## config.mk

```make
export PLATFORM = sky130hd
export DESIGN_NAME = spi_fm_tx
export DESIGN_NICKNAME = d
export VERILOG_FILES = /design/src/rtl/spi_fm_pkg.sv /design/src/rtl/spi_fm_clkdiv.sv /design/src/rtl/spi_fm_shifter.sv /design/src/rtl/spi_fm_tx.sv
export SDC_FILE = /design/constraint.sdc
export NUM_CORES = 1
export LEC_CHECK = 0
export CORE_ASPECT_RATIO = 0.8
export CORE_MARGIN = 2
export CORE_UTILIZATION = 59
export CTS_CLUSTER_DIAMETER = 120
export DETAILED_ROUTE_END_ITERATION = 12
export PLACE_DENSITY_LB_ADDON = 0.05
export REMOVE_ABC_BUFFERS = 1
export SLEW_MARGIN = 10
export SYNTH_ARGS = -nofsm -noshare
export SYNTH_HDL_FRONTEND = slang
export SYNTH_SLANG_ARGS = --single-unit
export TNS_END_PERCENT = 30
```

## constraint.sdc

```tcl
create_clock -name clk_i -period 3.8 [get_ports clk_i]
set_input_delay 0.76 -clock clk_i [delete_from_list [all_inputs] [get_ports clk_i]]
set_output_delay 0.76 -clock clk_i [all_outputs]
set_load 0.1 [all_outputs]
```

## src/rtl/spi_fm_pkg.sv

```systemverilog
package spi_fm_pkg;
  typedef enum logic [1:0] {
    ST_IDLE  = 2'd0,
    ST_PRE   = 2'd1,
    ST_SHIFT = 2'd2
  } st_e;
endpackage

```

## src/rtl/spi_fm_clkdiv.sv

```systemverilog
module spi_fm_clkdiv #(
  parameter int DIV_W = 8
) (
  input  logic             clk_i,
  input  logic             rst_ni,
  input  logic             run_i,
  input  logic [DIV_W-1:0] div_i,
  output logic             phase_o,
  output logic             rise_o,
  output logic             fall_o
);
  logic [DIV_W-1:0] cnt_q;
  logic             phase_q;
  logic             wrap;

  assign wrap = (cnt_q == div_i);

  always_ff @(posedge clk_i or negedge rst_ni) begin
    if (!rst_ni) begin
      cnt_q   <= '0;
      phase_q <= 1'b0;
    end else if (!run_i) begin
      cnt_q   <= '0;
      phase_q <= 1'b0;
    end else if (wrap) begin
      cnt_q   <= '0;
      phase_q <= ~phase_q;
    end else begin
      cnt_q <= cnt_q + 1'b1;
    end
  end

  assign phase_o = phase_q;
  // ticks mark the last cycle of each half bit
  assign rise_o  = run_i & wrap & ~phase_q;
  assign fall_o  = run_i & wrap & phase_q;
endmodule

```

## src/rtl/spi_fm_shifter.sv

```systemverilog
module spi_fm_shifter #(
  parameter int DATA_W   = 16,
  parameter int NARROW_W = 8
) (
  input  logic              clk_i,
  input  logic              rst_ni,
  input  logic              load_i,
  input  logic              wide_i,
  input  logic [DATA_W-1:0] data_i,
  input  logic              shift_i,
  input  logic              sample_i,
  input  logic              miso_i,
  output logic              mosi_o,
  output logic [DATA_W-1:0] rx_next_o
);
  localparam int PAD_W = DATA_W - NARROW_W;

  logic [DATA_W-1:0] tx_q, rx_q, aligned;

  // narrow words are left-aligned so the MSB is always tx_q[DATA_W-1]
  generate
    if (PAD_W > 0) begin : g_pad
      assign aligned = wide_i ? data_i : {data_i[NARROW_W-1:0], {PAD_W{1'b0}}};
    end else begin : g_nopad
      assign aligned = data_i;
    end
  endgenerate

  assign rx_next_o = {rx_q[DATA_W-2:0], miso_i};
  assign mosi_o    = tx_q[DATA_W-1];

  always_ff @(posedge clk_i or negedge rst_ni) begin
    if (!rst_ni) begin
      tx_q <= '0;
      rx_q <= '0;
    end else begin
      if (load_i)        tx_q <= aligned;
      else if (shift_i)  tx_q <= {tx_q[DATA_W-2:0], 1'b0};
      if (sample_i)      rx_q <= rx_next_o;
    end
  end
endmodule

```

## src/rtl/spi_fm_tx.sv

```systemverilog
module spi_fm_tx
  import spi_fm_pkg::*;
#(
  parameter int DATA_W   = 16,
  parameter int NARROW_W = 8,
  parameter int DIV_W    = 8
) (
  input  logic              clk_i,
  input  logic              rst_ni,
  input  logic [DIV_W-1:0]  cfg_div_i,
  input  logic              cfg_wide_i,
  input  logic              cfg_framed_i,
  input  logic              cfg_sync_on_data_i,
  input  logic              wr_en_i,
  input  logic [DATA_W-1:0] wr_data_i,
  output logic              tx_full_o,
  output logic              sck_o,
  output logic              mosi_o,
  input  logic              miso_i,
  output logic              ss_o,
  output logic [DATA_W-1:0] rx_data_o,
  output logic              rx_valid_o
);
  localparam int BIT_W = $clog2(DATA_W);
  localparam logic [BIT_W-1:0] LAST_WIDE   = BIT_W'(DATA_W - 1);
  localparam logic [BIT_W-1:0] LAST_NARROW = BIT_W'(NARROW_W - 1);

  st_e               state_q, state_d;
  logic [BIT_W-1:0]  bit_q, bit_d;
  logic              wide_q, framed_q, on_data_q;
  logic              buf_full_q;
  logic [DATA_W-1:0] buf_q;
  logic [DATA_W-1:0] rx_data_q;
  logic              rx_valid_q;

  logic run, phase, rise, fall, last_bit, frame_end, load, accept, pre_needed;
  logic tx_msb;
  logic [DATA_W-1:0] rx_next;

  assign run        = (state_q != ST_IDLE);
  assign last_bit   = (bit_q == (wide_q ? LAST_WIDE : LAST_NARROW));
  assign frame_end  = (state_q == ST_SHIFT) & fall & last_bit;
  assign load       = buf_full_q & ((state_q == ST_IDLE) | frame_end);
  assign accept     = wr_en_i & (~buf_full_q | load);
  assign pre_needed = cfg_framed_i & ~cfg_sync_on_data_i;

  spi_fm_clkdiv #(.DIV_W(DIV_W)) u_div (
    .clk_i  (clk_i),
    .rst_ni (rst_ni),
    .run_i  (run),
    .div_i  (cfg_div_i),
    .phase_o(phase),
    .rise_o (rise),
    .fall_o (fall)
  );

  spi_fm_shifter #(.DATA_W(DATA_W), .NARROW_W(NARROW_W)) u_shift (
    .clk_i    (clk_i),
    .rst_ni   (rst_ni),
    .load_i   (load),
    .wide_i   (cfg_wide_i),
    .data_i   (buf_q),
    .shift_i  ((state_q == ST_SHIFT) & fall & ~last_bit),
    .sample_i ((state_q == ST_SHIFT) & rise),
    .miso_i   (miso_i),
    .mosi_o   (tx_msb),
    .rx_next_o(rx_next)
  );

  always_comb begin
    state_d = state_q;
    bit_d   = bit_q;
    unique case (state_q)
      ST_IDLE: begin
        if (load) begin
          state_d = pre_needed ? ST_PRE : ST_SHIFT;
          bit_d   = '0;
        end
      end
      ST_PRE: begin
        if (fall) state_d = ST_SHIFT;
      end
      ST_SHIFT: begin
        if (fall) begin
          if (!last_bit) begin
            bit_d = bit_q + 1'b1;
          end else if (load) begin
            state_d = pre_needed ? ST_PRE : ST_SHIFT;
            bit_d   = '0;
          end else begin
            state_d = ST_IDLE;
          end
        end
      end
      default: state_d = ST_IDLE;
    endcase
  end

  always_ff @(posedge clk_i or negedge rst_ni) begin
    if (!rst_ni) begin
      state_q    <= ST_IDLE;
      bit_q      <= '0;
      wide_q     <= 1'b0;
      framed_q   <= 1'b0;
      on_data_q  <= 1'b0;
      buf_full_q <= 1'b0;
      buf_q      <= '0;
      rx_data_q  <= '0;
      rx_valid_q <= 1'b0;
    end else begin
      state_q <= state_d;
      bit_q   <= bit_d;
      if (load) begin
        wide_q    <= cfg_wide_i;
        framed_q  <= cfg_framed_i;
        on_data_q <= cfg_sync_on_data_i;
      end
      if (accept) begin
        buf_q      <= wr_data_i;
        buf_full_q <= 1'b1;
      end else if (load) begin
        buf_full_q <= 1'b0;
      end
      rx_valid_q <= (state_q == ST_SHIFT) & rise & last_bit;
      if ((state_q == ST_SHIFT) & rise & last_bit)
        rx_data_q <= wide_q ? rx_next : DATA_W'(rx_next[NARROW_W-1:0]);
    end
  end

  always_comb begin
    if (state_q == ST_IDLE)  ss_o = ~cfg_framed_i;
    else if (framed_q)       ss_o = (state_q == ST_PRE) |
                                    ((state_q == ST_SHIFT) & on_data_q & (bit_q == '0));
    else                     ss_o = 1'b0;
  end

  assign sck_o      = (state_q == ST_SHIFT) & phase;
  assign mosi_o     = run & tx_msb;
  assign tx_full_o  = buf_full_q;
  assign rx_data_o  = rx_data_q;
  assign rx_valid_o = rx_valid_q;
endmodule

```

==> results.yml <==
status:
  status: "finished clean"
drt:
  first_pass_iters: 5
  route.met2.wl_um: 3370
  drt_iter0_markers: 161
  routedWlPerCell_um: 16.32
  postRouteAntennaNets: 0
  num_vias: 2651
  wl_um: 7295
  m1WireLength_um: 3371
  vias_per_cell: 5.931
  route.met3.wl_um: 433
  drc: 0
  routed.top_layer: "met4"
setup_path:
  cp-start-kind: "register"
  critPathTopFamily: "buffers and inverters"
  cp_slowest_cell: "clkdlybuf4s50_1"
  end_kind: "output pin"
  crit_required_ns: 3.04
  path_buf_inv: 1
  critPathArrivalTime_ns: 1.93
  timing.rr.end: "wide_q$_DFFE_PN0N_"
  crit_path_cell_trace: "clkdlybuf4s50_1"
  path_class: "reg2out"
  slowest_delay_ns: 1.16
  path_max_fanout: 4
  rr_worst_depth: 4
  rr_startpoint: "state_q[0]$_DFFE_PN0P_"
  r2r_setup_slack_ns: 1.45
global_route:
  antenna_found_initial: 0
  grt_use_total_pct: 22.14
  grt_max_degree: 84
  grt_pass1_wl_um: 12310
  grt_pass1_vias: 2555
  grt_overflow: 0
synth:
  ys_warn_count: 0
  synth_cell_types: 47
  seq_area_frac_synth_pct: 54.37
  synthArstFlopShare_pct: 100.0
  ys_ff_latch: 83
  synth_cells: 308
  yosysTopAreaCell: "dfrtp_1"
  synthFlopType: "dfrtp_1"
  synth_area_sq_mm: 0.003820
  synthTopCellsByArea: "dfrtp_1 (54%), mux2_2 (9.7%), mux2_4 (3.9%)"
  synth_edf_count: 0
  yosysTopAreaCellShare_pct: 54.37
  synth.avg_cell_area_sq_um: 12.40
min_path:
  min_to: "rx_data_o[15]$_DFFE_PN0P_"
  hold_depth: 1
  min_path_type: "reg2reg"
  holdCritStartpoint: "u_shift.rx_q[14]$_DFFE_PN0P_"
cts:
  cts.sinks: 83
  postCtsHoldBufs: 0
  post_cts_resized: 0
  clockBufferDepth: 2
  cts-root-buf: "clkbuf_8"
  clkLatencyLatePin_ns: 0.35
  path_clk_slew_ns: 0.08
  post-cts-setup-buffer-count: 0
  h-tree-depth: 3
  cts_buffers: 9
  tritoncts: "yes"
timing:
  fin_setup_tns_ns: 0
  rsz0062_at_grt: "false"
  period_needed_ns: 2.688
  report.final.slew_viol_count: 0
  tightest_slew_ns: 1.082
  min_period_over_period_pct: 70.75
  slew_headroom_pct: 27.29
  clock_skew_ns: 0.006700
  setup_viol_count_final: 0
  maxClockFrequency_mhz: 372.0
  final_hold_viol_count: 0
floorplan:
  initial_core_util_pct: 60.53
  io_pins: 52
  core_area_sq_mm: 0.006311
  die_x_um: 93.96
  die_h_um: 75.97
  die_area_sq_mm: 0.007138
  rows: 26
finish:
  fin_nets: 392
  final_design_area_no_fill_sq_mm: 0.004572
  diodes: 0
  fillers: 470
  drive_gt1_share_pct: 20.66
  mostFrequentLayoutCells: "dfrtp_1 (83), clkdlybuf4s50_1 (47), mux2_2 (33), nand3_1 (16), a21oi_1 (16)"
  synthToLayoutAreaGrowth_pct: 19.69
  final_common_cell: "dfrtp_1"
power_and_ir_drop:
  power.density_mw_per_mm2: 611.8
  peakVddDrop_uv: 334.2
  leakagePower_uw: 0.002064
flow_run:
  cap_viol_max_count: 0
place:
  port_buffers: 51
  dp_hpwl_um: 4780
  placement.cell_area_sq_mm: 0.004359
  globalplace.congestion: 0.8563
-- through the flow --
| stage | power [uW] | hold slack, ns | instances | util, % | setup slack (ns) |
|---|---|---|---|---|---|
| 2_1_floorplan | 1896 | 0.4606 | 292 | - | 0.7016 |
| 3_3_place_gp | 2122 | 0.4770 | 431 | 69.07 | 0.8286 |
| 3_5_place_dp | 2142 | 0.4820 | 431 | 69.07 | 0.7556 |
| 4_1_cts | 2811 | 0.5077 | 447 | 72.44 | 1.095 |
| 5_1_grt | 2957 | 0.5264 | 447 | 72.44 | 0.9393 |
| 6_report | 2797 | 0.5060 | 447 | 72.44 | 1.112 |
-- kinds of logic (layout without fill, tap and decap cells) --
kind of cell / Yosys count / after routing / synth area share [%]
flops: 83 / 83 / 54.37
compound gates: 67 / 67 / 12.91
simple gates: 61 / 61 / 8.517
mux: 51 / 51 / 15.76
buf+inv: 27 / 82 / 3.603
xor+xnor: 16 / 16 / 3.865
fa+ha+maj: 3 / 3 / 0.9827
-- layout make-up --
| class | count | area, sq um | share of cell area [%] |
|---|---|---|---|
| well taps | 84 | 105.1 | 2.299 |
| inverters | 11 | 41.29 | 0.9031 |
| multi-input cells | 198 | 1605 | 35.11 |
| clock buffers | 12 | 165.2 | 3.612 |
| flip-flops and latches | 83 | 2077 | 45.43 |
| clock inverters | 4 | 47.55 | 1.040 |
| repair buffers | 55 | 530.5 | 11.60 |
-- cell usage after synthesis, types with 2 or more instances --
cell / n
mux2_2: 33
and3_1: 3
clkbuf_1: 7
dfrtp_1: 83
xnor2_1: 10
inv_1: 10
xor2_1: 5
nor2_1: 14
a31oi_1: 8
a22o_1: 8
a21o_1: 2
a221o_1: 8
nand4_1: 3
ha_1: 3
mux2i_1: 8
nand3_1: 16
nor3b_1: 2
buf_6: 4
o211ai_1: 7
mux2_4: 10
o21ai_0: 5
o22ai_1: 3
a21oi_1: 16
o31ai_1: 2
nor3_1: 4
and4_4: 2
nand2_1: 8
buf_2: 5
-- layer usage --
metal,vias up,track usage (%)
met1,1318,31.60
met4,0,8.696
met2,88,32.07
met5,-,0
met3,14,6.627
li1,1231,-
-- flip-flops by register name (all words and copies together) (netlist names) --
signal and cells:
state_q 2, on_data_q 1, rx_valid_o 1, buf_q 16, wide_q 1, u_shift.rx_q 15
u_shift.tx_q 16, rx_data_o 16, tx_full_o 1, u_div.phase_o 1, bit_q 4, framed_q 1
u_div.cnt_q 8
-- report_power, final --
part / total, uW / internal [uW] / leakage (uW) / switching, uW
registers: 1260 / 1090 / 0.00108 / 166
logic: 876 / 388 / 0.000880 / 488
clock network: 663 / 355 / 0.000108 / 308
total: 2800 / 1840 / 0.00206 / 962
-- worst max-delay path by stage --
stage | start | end | slack [ns] | cells past startpoint
finish | tx_full_o$_DFFE_PN0P_ | tx_full_o | 1.11 | 1
CTS | tx_full_o$_DFFE_PN0P_ | tx_full_o | 1.09 | 1
floorplan | cfg_framed_i | ss_o | 0.70 | 3
detailed placement | cfg_div_i[6] | rx_data_o[5]$_DFFE_PN0P_ | 0.76 | 6
global placement | cfg_div_i[6] | rx_data_o[1]$_DFFE_PN0P_ | 0.83 | 6
global route | cfg_div_i[6] | rx_data_o[2]$_DFFE_PN0P_ | 0.94 | 6
Note: power is estimated with default switching activity, not from simulation.
